<file path="src/rtl/regAccessPkg.sv">
package regAccessPkg;

  localparam int ADDR_W     = 7;
  localparam int DATA_W     = 8;
  localparam int FRAME_BITS = ADDR_W + 1 + DATA_W;
  localparam int CNT_W      = $clog2(FRAME_BITS + 1);

  // per-cycle events handed from the control side to the datapath
  typedef struct packed {
    logic             capture;     // rising sclk edge that carries a frame bit
    logic             launchFall;  // falling sclk edge while selected
    logic             inBit;       // synchronized data line value
    logic             idle;        // select released
    logic [CNT_W-1:0] bitIdx;      // bits already received in this frame
  } strobeT;

endpackage

</file>
<file path="src/rtl/regAccessCtrl.sv">
module regAccessCtrl
  import regAccessPkg::*;
#(
  parameter int SYNC_STAGES = 2
) (
  input  logic   clk,
  input  logic   rstN,
  input  logic   sclk,
  input  logic   csN,
  input  logic   sioIn,
  output strobeT strb
);

  localparam logic [CNT_W-1:0] FRAME_CNT = CNT_W'(FRAME_BITS);
  localparam int               TOP       = SYNC_STAGES - 1;

  logic [SYNC_STAGES-1:0] sclkSync;
  logic [SYNC_STAGES-1:0] csSync;
  logic [SYNC_STAGES-1:0] sioSync;
  logic                   sclkPrev;
  logic [CNT_W-1:0]       bitCnt;

  logic selected;
  logic riseEdge;
  logic fallEdge;

  always_ff @(posedge clk or negedge rstN) begin
    if (!rstN) begin
      sclkSync <= '0;
      csSync   <= '1;
      sioSync  <= '0;
      sclkPrev <= 1'b0;
    end else begin
      sclkSync <= {sclkSync[TOP-1:0], sclk};
      csSync   <= {csSync[TOP-1:0], csN};
      sioSync  <= {sioSync[TOP-1:0], sioIn};
      sclkPrev <= sclkSync[TOP];
    end
  end

  assign selected = ~csSync[TOP];
  assign riseEdge = selected &  sclkSync[TOP] & ~sclkPrev;
  assign fallEdge = selected & ~sclkSync[TOP] &  sclkPrev;

  always_ff @(posedge clk or negedge rstN) begin
    if (!rstN) begin
      bitCnt <= '0;
    end else if (!selected) begin
      bitCnt <= '0;
    end else if (riseEdge && (bitCnt < FRAME_CNT)) begin
      bitCnt <= bitCnt + CNT_W'(1);
    end
  end

  always_comb begin
    strb.capture    = riseEdge && (bitCnt < FRAME_CNT);
    strb.launchFall = fallEdge;
    strb.inBit      = sioSync[TOP];
    strb.idle       = ~selected;
    strb.bitIdx     = bitCnt;
  end

endmodule

</file>
<file path="src/rtl/regAccessDatapath.sv">
module regAccessDatapath
  import regAccessPkg::*;
#(
  parameter int                NUM_REGS  = 23,
  parameter logic [ADDR_W-1:0] MODE_ADDR = 7'h14
) (
  input  logic   clk,
  input  logic   rstN,
  input  strobeT strb,
  output logic   sioOut,
  output logic   sioOe,
  output logic   soOut,
  output logic   soOe
);

  localparam int               SH_W     = (ADDR_W > DATA_W - 1) ? ADDR_W : DATA_W - 1;
  localparam logic [CNT_W-1:0] DIR_IDX  = CNT_W'(ADDR_W);
  localparam logic [CNT_W-1:0] LAST_IDX = CNT_W'(FRAME_BITS - 1);

  logic [DATA_W-1:0]   regFile [NUM_REGS];
  logic [NUM_REGS-1:0] wrHit;

  logic [SH_W-1:0]   inSh;
  logic [ADDR_W-1:0] addrReg;
  logic              dirWr;
  logic              rdSio;
  logic              rdSo;
  logic [DATA_W-1:0] outSh;

  logic [ADDR_W-1:0] addrNow;
  logic [DATA_W-1:0] rdMux;
  logic [DATA_W-1:0] wrData;
  logic              modeBit;
  logic              dirStrobe;
  logic              wrStrobe;

  assign addrNow   = inSh[ADDR_W-1:0];
  assign wrData    = {inSh[DATA_W-2:0], strb.inBit};
  assign dirStrobe = strb.capture && (strb.bitIdx == DIR_IDX);
  assign wrStrobe  = strb.capture && (strb.bitIdx == LAST_IDX) && dirWr;

  // read selection and routing bit, decoded without a wide array index
  always_comb begin
    rdMux   = '0;
    modeBit = 1'b0;
    for (int i = 0; i < NUM_REGS; i++) begin
      if (addrNow == ADDR_W'(i)) rdMux = regFile[i];
      if (MODE_ADDR == ADDR_W'(i)) modeBit = regFile[i][0];
    end
  end

  for (genvar i = 0; i < NUM_REGS; i++) begin : g_reg
    assign wrHit[i] = wrStrobe && (addrReg == ADDR_W'(i));

    always_ff @(posedge clk or negedge rstN) begin
      if (!rstN) begin
        regFile[i] <= '0;
      end else if (wrHit[i]) begin
        regFile[i] <= wrData;
      end
    end
  end

  always_ff @(posedge clk or negedge rstN) begin
    if (!rstN) begin
      inSh    <= '0;
      addrReg <= '0;
      dirWr   <= 1'b0;
      rdSio   <= 1'b0;
      rdSo    <= 1'b0;
      outSh   <= '0;
      sioOut  <= 1'b0;
      sioOe   <= 1'b0;
      soOut   <= 1'b0;
      soOe    <= 1'b0;
    end else if (strb.idle) begin
      inSh    <= '0;
      addrReg <= '0;
      dirWr   <= 1'b0;
      rdSio   <= 1'b0;
      rdSo    <= 1'b0;
      outSh   <= '0;
      sioOut  <= 1'b0;
      sioOe   <= 1'b0;
      soOut   <= 1'b0;
      soOe    <= 1'b0;
    end else begin
      if (strb.capture) begin
        inSh <= {inSh[SH_W-2:0], strb.inBit};
      end

      if (dirStrobe) begin
        addrReg <= addrNow;
        dirWr   <= strb.inBit;
        if (!strb.inBit) begin
          if (modeBit) begin
            rdSo  <= 1'b1;
            soOe  <= 1'b1;
            soOut <= rdMux[DATA_W-1];
            outSh <= {rdMux[DATA_W-2:0], 1'b0};
          end else begin
            rdSio <= 1'b1;
            outSh <= rdMux;
          end
        end
      end

      // dedicated pin: following bits on rising edges
      if (strb.capture && rdSo && (strb.bitIdx > DIR_IDX) && (strb.bitIdx < LAST_IDX)) begin
        soOut <= outSh[DATA_W-1];
        outSh <= {outSh[DATA_W-2:0], 1'b0};
      end

      // shared line: every data bit on a falling edge
      if (strb.launchFall && rdSio && (strb.bitIdx > DIR_IDX) && (strb.bitIdx <= LAST_IDX)) begin
        sioOe  <= 1'b1;
        sioOut <= outSh[DATA_W-1];
        outSh  <= {outSh[DATA_W-2:0], 1'b0};
      end
    end
  end

endmodule

</file>
<file path="src/rtl/regAccessPort.sv">
module regAccessPort
  import regAccessPkg::*;
#(
  parameter int                NUM_REGS    = 23,
  parameter logic [ADDR_W-1:0] MODE_ADDR   = 7'h14,
  parameter int                SYNC_STAGES = 2
) (
  input  logic clk,
  input  logic rstN,
  input  logic sclk,
  input  logic csN,
  input  logic sioIn,
  output logic sioOut,
  output logic sioOe,
  output logic soOut,
  output logic soOe
);

  strobeT strb;

  regAccessCtrl #(
    .SYNC_STAGES(SYNC_STAGES)
  ) u_ctrl (
    .clk  (clk),
    .rstN (rstN),
    .sclk (sclk),
    .csN  (csN),
    .sioIn(sioIn),
    .strb (strb)
  );

  regAccessDatapath #(
    .NUM_REGS (NUM_REGS),
    .MODE_ADDR(MODE_ADDR)
  ) u_dp (
    .clk   (clk),
    .rstN  (rstN),
    .strb  (strb),
    .sioOut(sioOut),
    .sioOe (sioOe),
    .soOut (soOut),
    .soOe  (soOe)
  );

endmodule

</file>
<file path="config.mk">
export PLATFORM = sky130hd
export DESIGN_NAME = regAccessPort
export DESIGN_NICKNAME = d
export VERILOG_FILES = /design/src/rtl/regAccessPkg.sv /design/src/rtl/regAccessCtrl.sv /design/src/rtl/regAccessDatapath.sv /design/src/rtl/regAccessPort.sv
export SDC_FILE = /design/constraint.sdc
export NUM_CORES = 1
export LEC_CHECK = 0
export BUFFER_PORTS_ARGS = -buffer_cell sky130_fd_sc_hd__clkbuf_2
export CAP_MARGIN = 20
export CORE_MARGIN = 4
export CORE_UTILIZATION = 38
export CTS_BUF_LIST = sky130_fd_sc_hd__clkbuf_2 sky130_fd_sc_hd__clkbuf_4 sky130_fd_sc_hd__clkbuf_8
export DETAILED_ROUTE_END_ITERATION = 8
export PLACE_DENSITY = 0.61
export SLEW_MARGIN = 10
export SYNTH_ARGS = -nofsm -noshare
export SYNTH_HDL_FRONTEND = slang
export SYNTH_SLANG_ARGS = --single-unit
</file>
<file path="constraint.sdc">
create_clock -name clk -period 3.9 [get_ports clk]
set_input_delay 0.78 -clock clk [delete_from_list [all_inputs] [get_ports clk]]
set_output_delay 0.78 -clock clk [all_outputs]
set_load 0.005 [all_outputs]
</file>
# Word level (Yosys, flattened, before mapping)
# Cells that the tools add are included.
# word_totals
ff_bits	224
in_bits	5
elab_cells	199
output_inout_bits	4
# classes
n_eq_ne	50
reduce_logical	46
n_lt_le_gt_ge	4
muxes	54
n_addsub	1
bitwise	7
# ops
cell	n
2-to-1 mux 8 bit	29
== test 7 x 4 -> 1 bit (second input constant)	16
== test 7 x 5 -> 1 bit (second input constant)	14
== test 7 x 3 -> 1 bit (second input constant)	8
logical AND 1 bit	33
== test 7 x 2 -> 1 bit (second input constant)	4
2-to-1 mux 7 bit	4
2-to-1 mux 1 bit	19
== test 7 x 1 -> 1 bit (second input constant)	2
logical NOT 7 bit	2
2-to-1 mux 5 bit	2
AND reduction 3 bit	3
nonzero test 2 bit	4
nonzero test 3 bit	2
adder 5 x 1 -> 5 bit (second input constant)	1
== test 5 x 3 -> 1 bit (second input constant)	1
== test 5 x 4 -> 1 bit (second input constant)	1
> comparator 5 x 3 -> 1 bit (second input constant)	1
<= comparator 5 x 4 -> 1 bit (second input constant)	1
< comparator 5 x 4 -> 1 bit (second input constant)	1
< comparator 5 bit (second input constant)	1
bitwise AND 1 bit	4
inequality test 4 x 1 -> 1 bit (second input constant)	1
nonzero test 4 bit	1
5 further kinds	7

# Longest topological paths before layout
# logic_depth
word_depth	30
depth_mapped	12

# By module
# A second synthesis with hierarchy kept.
# unflattened
cells_unflattened	922
area_unflattened_um2	10870.4
# modules_own_cells
module	n_inst	cells_each	seq_area_each_um2	area_each_um2
regAccessDatapath	1	888	5305.1	10398.7
regAccessCtrl	1	34	302.8	471.7

# Worst setup path after synthesis
# OpenSTA, ideal clock, no wires.
# synth_path
path_type	register -> register
from	register u_ctrl.bitCnt[0]
to	register u_dp.outSh[3]
slack_ns	1.388
period_less_slack_ns	2.512
path_stages_with_launch	12
n_path_buf	2
t_arrival_ns	2.387
cell_sequence	dfrtp_1 > ha_1 > and3_1 > ha_1 > nand2b_1 > o22ai_1 > or3_1 > nor2b_1 > clkbuf_1 > clkbuf_1 > nand2_1 > o311a_1
# synth_via
elab_chain_cells	8
elab_cells_between_ends	18
cone_classes	order compare: 4; eq/ne: 2; mux: 3; reduce/logical: 9
# synth_rtl
element	line	text
from (decl)	regAccessCtrl.sv:21	logic [CNT_W-1:0] bitCnt;
from (signal assigned)	regAccessCtrl.sv:51	bitCnt <= bitCnt + CNT_W'(1);
< comparator 5 bit	regAccessCtrl.sv:56	strb.capture = riseEdge && (bitCnt < FRAME_CNT);
logical AND 1 bit	regAccessCtrl.sv:56	
logical AND 1 bit (3 in a row)	regAccessDatapath.sv:109	if (strb.capture && rdSo && (strb.bitIdx > DIR_IDX) && (strb.bitIdx < LAST_IDX)) begin
2-to-1 mux 8 bit	regAccessDatapath.sv:109	
2-to-1 mux 8 bit	regAccessDatapath.sv:115	if (strb.launchFall && rdSio && (strb.bitIdx > DIR_IDX) && (strb.bitIdx <= LAST_IDX)) begin
2-to-1 mux 8 bit	regAccessDatapath.sv:76	end else if (strb.idle) begin
to (signal assigned)	regAccessDatapath.sv:103	outSh <= rdMux;
to (signal assigned)	regAccessDatapath.sv:111	outSh <= {outSh[DATA_W-2:0], 1'b0};
to (signal assigned)	regAccessDatapath.sv:118	outSh <= {outSh[DATA_W-2:0], 1'b0};
to (decl)	regAccessDatapath.sv:28	logic [DATA_W-1:0] outSh;
# Several ways; a longest one is shown, not always the timed one.
# A chain may end at the register's enable or synchronous reset.

# Final worst setup path
# layout_path
from	register u_dp.inSh[5], in the netlist u_dp.addrNow[5]
to	register u_dp.outSh[4]
# layout_via
elab_chain_cells	30
elab_cells_between_ends	52
cone_classes	eq/ne: 22; mux: 29; reduce/logical: 1
# layout_rtl
element	line	text
from (decl)	regAccessDatapath.sv:23	logic [SH_W-1:0] inSh;
from (signal assigned)	regAccessDatapath.sv:89	inSh <= {inSh[SH_W-2:0], strb.inBit};
logical NOT 7 bit	regAccessDatapath.sv:47	if (addrNow == ADDR_W'(i)) rdMux = regFile[i];
2-to-1 mux 8 bit (22 in a row)	regAccessDatapath.sv:47	
2-to-1 mux 8 bit *	regAccessDatapath.sv:47	
2-to-1 mux 8 bit *	regAccessDatapath.sv:96	if (modeBit) begin
2-to-1 mux 8 bit *	regAccessDatapath.sv:95	if (!strb.inBit) begin
2-to-1 mux 8 bit *	regAccessDatapath.sv:92	if (dirStrobe) begin
2-to-1 mux 8 bit *	regAccessDatapath.sv:109	
2-to-1 mux 8 bit *	regAccessDatapath.sv:115	
2-to-1 mux 8 bit *	regAccessDatapath.sv:76	
to (signal assigned)	regAccessDatapath.sv:100	outSh <= {rdMux[DATA_W-2:0], 1'b0};
to (signal assigned)	regAccessDatapath.sv:111	
to (signal assigned)	regAccessDatapath.sv:118	
# Mark *: on every way between the ends. The rest lies on a longest branch, timed or not. The select of a mux whose other input is x is not followed.

==> impl_metrics.py <==
metrics = {
    "outcome": {
        "status": "completed",
    },
    "synthesis": {
        "synthDistinctLibCells": 78,
        "ys.flop_type": "dfrtp_1",
        "synth_area_um2": 11000,
        "synth_nets": 970,
        "ys_ff_latch": 224,
        "synthCells": 963,
        "synth-warning-count": 0,
        "ys_seq_area_share_pct": 50.8,
        "synth-async-reset-ratio_pct": 100,
        "synth.avg_cell_area_um2": 11.5,
        "synth-edff-count": 0,
    },
    "timing": {
        "setup_viol": 0,
        "slew_violations": 0,
        "setup_slack_ps": 717,
        "slew_headroom_pct": 26.7,
        "rsz0062_at_grt": "no",
        "hold_viol": 0,
        "setup_tns_ps": 0,
        "worst_pin_slew_ps": 1100,
        "fmax_ghz": 0.314,
        "period_minus_slack_ps": 3180,
        "finalCritPeriodShare_pct": 81.6,
        "fin_skew_ps": 15.8,
    },
    "worst_setup_path": {
        "r2r-start": "u_dp.addrNow[5]",
        "critPathCapture": "u_dp.outSh[4]",
        "worstSetupPathType": "flop to flop",
        "cp-end-kind": "flop",
        "startpoint": "u_dp.addrNow[5]",
        "cp_max_fo": 23,
        "startpoint_type": "flop",
        "r2r_end": "u_dp.outSh[4]",
        "cp.arrival_ps": 3600,
        "crit_required_ps": 4320,
        "ff2ff_path_depth": 6,
        "regToRegSetupSlack_ps": 720,
    },
    "power_and_ir_drop": {
        "power_switching_mw": 1.05,
        "p_int_mw": 3.62,
        "leakage_nw": 5.59,
        "power_frac_comb_pct": 2.5,
        "vdd_drop_max_mv": 0.216,
        "seq_power_share_pct": 50.5,
        "swShare_pct": 22.6,
        "p_clk_share_pct": 47.1,
        "power-per-cell-area_nw_per_um2": 382,
    },
    "clocking": {
        "numCtsBuffers": 38,
        "clk_path_buf_depth": 3,
        "clkLatencyLatePin_ps": 540,
        "cts_resized": 0,
        "cts_setup_buffers": 0,
        "h-tree-depth": 2,
        "cts_root_buffer": "clkbuf_8",
        "ctsHoldBuffers": 0,
        "cts_tree": "built",
        "cts.sinks": 224,
        "clk_pin_slew_worst_paths_ps": 60,
    },
    "placement": {
        "gp_congestion": 0.885,
        "placed_cells": 1301,
        "dp_hpwl_um": 19200,
        "port_buffers": 8,
        "post-place-ws_ps": 754,
    },
    "global_route": {
        "grt_pass1_wl_um": 47700,
        "antenna_found_initial": 0,
        "grtUsageTotal_pct": 19.2,
        "overflow": 0,
        "grt_max_degree": 91,
        "grt_pass1_vias": 7971,
    },
    "detailed_routing": {
        "via_per_inst": 5.70,
        "wl_per_cell_um": 22.0,
        "ant_nets": 0,
        "dr.pass1.iters": 5,
        "drc": 0,
        "drt_iter0_drc": 693,
        "vias": 7783,
        "wl_um": 30100,
    },
    "cells_and_area": {
        "nNetsFinal": 964,
        "fill_cells": 2765,
        "drive_gt1_share_pct": 22.7,
        "syn_to_final_growth_pct": 10.9,
        "ff_latch_area_um2": 5620,
        "utilization_pct": 42.7,
        "multiInputGateArea_um2": 5040,
        "final_cells": 1366,
        "diodes": 0,
    },
    "die": {
        "fp.dieW_um": 178,
        "initial_core_util_pct": 38.5,
        "die_area_um2": 31900,
        "coreArea_um2": 28700,
        "rows": 62,
        "die_h_um": 178,
        "pin_count": 9,
    },
    "flow_run": {
        "drv_cap": 0,
    },
    "worst_hold_path": {
        "hp-class": "primary input to async pin",
    },
}
-- cell type report --
class                      count  share of cell area (%)
inverter                      13                   0.399
clock buffer                  64                    6.43
multi-input combinational    649                    41.2
timing repair buffer          31                    2.13
tap                          384                    3.92
sequential                   224                    45.9
clock inverter                 1                  0.0409
-- synthesized netlist by cell type, drive strengths merged, types with 6 or more instances --
library cell | n | share of area [%]
dfrtp | 222 | 50
mux2 | 170 | 17
nand2 | 87 | 3.0
nor2 | 56 | 2.1
o21ai | 48 | 2.2
clkbuf | 42 | 1.4
a21oi | 35 | 1.6
buf | 35 | 1.7
mux2i | 22 | 2.0
nor3 | 19 | 1.2
nand2b | 17 | 0.96
nand3 | 14 | 0.68
inv | 13 | 0.44
mux4 | 12 | 2.4
nor2b | 12 | 0.68
and3 | 11 | 0.62
o22ai | 9 | 0.51
a221oi | 7 | 0.56
nand4 | 7 | 0.40
a211oi | 6 | 0.41
a22o | 6 | 0.48
a31oi | 6 | 0.34
nand3b | 6 | 0.41
o211ai | 6 | 0.41
-- metal layers --
| layer | GRT usage [%] | part of all wire (%) | vias up |
|---|---|---|---|
| met5 | 0.321 | 0 | - |
| met4 | 6.49 | 3.0 | 0 |
| met3 | 4.32 | 6.8 | 76 |
| met2 | 28.1 | 44 | 272 |
| met1 | 28.1 | 46 | 3918 |
| li1 | - | - | 3517 |
-- registers in the layout, indices dropped and copies added, names as in the netlist --
register         count
u_ctrl.csSync        2
u_dp.sioOe           1
u_dp.outSh           8
u_dp.soOe            1
u_dp.regFile       183
u_dp.modeBit         1
u_dp.soOut           1
u_dp.rdSio           1
u_ctrl.sclkPrev      1
u_dp.addrReg         7
u_dp.sioOut          1
u_dp.addrNow         7
u_ctrl.bitCnt        5
u_dp.dirWr           1
u_ctrl.sclkSync      2
u_ctrl.sioSync       2
-- placed cells by master (no fill, tap or decap), drive strengths merged, types with 9 or more instances in the layout --
cell type | Yosys | layout
nor2 | 56 | 56
clkbuf | 42 | 71
inv | 13 | 13
dfrtp | 222 | 222
mux2i | 22 | 22
mux2 | 170 | 170
and3 | 11 | 11
buf | 35 | 24
nand2 | 87 | 87
o21ai | 48 | 48
mux4 | 12 | 12
a21oi | 35 | 35
nand2b | 17 | 17
nor2b | 12 | 12
nand3 | 14 | 14
nor3 | 19 | 19
o22ai | 9 | 9
-- stage by stage --
step           cell area, um2  hold slack (ps)  total power, mW
6_report                12200              192             4.68
5_1_grt                 12200              233             4.85
4_1_cts                 12200              212             4.74
3_5_place_dp            11400              341             2.52
3_3_place_gp            11400              332             2.52
2_1_floorplan           11000              331             2.44
-- logic make-up after synthesis --
family,count (synthesis),synth area share (%)
AND/OR/NAND/NOR,258,12.3
multiplexers,204,21.8
buffers and inverters,90,3.55
flip-flops,224,50.8
AO/OA/AOI/OAI,183,11.3
adder cells (fa/ha/maj),2,0.227
XOR/XNOR,2,0.159
-- power groups by stage --
stage	Sequential, mW	Combinational, mW	Clock (mW)
floorplan	2.38	0.0635	0
global placement	2.40	0.118	0
detailed placement	2.40	0.118	0
CTS	2.36	0.118	2.26
global route	2.36	0.130	2.36
finish	2.36	0.115	2.20
-- worst min path at each step --
stage | startpoint | endpoint | slack (ps)
finish | rstN | u_ctrl.sclkPrev | 190
global route | rstN | u_ctrl.sclkPrev | 230
CTS | rstN | u_ctrl.sclkPrev | 210
detailed placement | u_ctrl.sioSync[0] | u_ctrl.sioSync[1] | 340
global placement | u_ctrl.sioSync[0] | u_ctrl.sioSync[1] | 330
floorplan | u_ctrl.sclkSync[0] | u_ctrl.sclkSync[1] | 330
-- worst max-delay path, cell delays in order (launching register included) --
cell and delay [ps]:
dfrtp_1 720, nor4b_2 890, nand2_1 370, nor3_1 350, o31ai_1 160, a22o_1 210, a221o_1 350
Note: power is estimated with default switching activity, not from simulation.
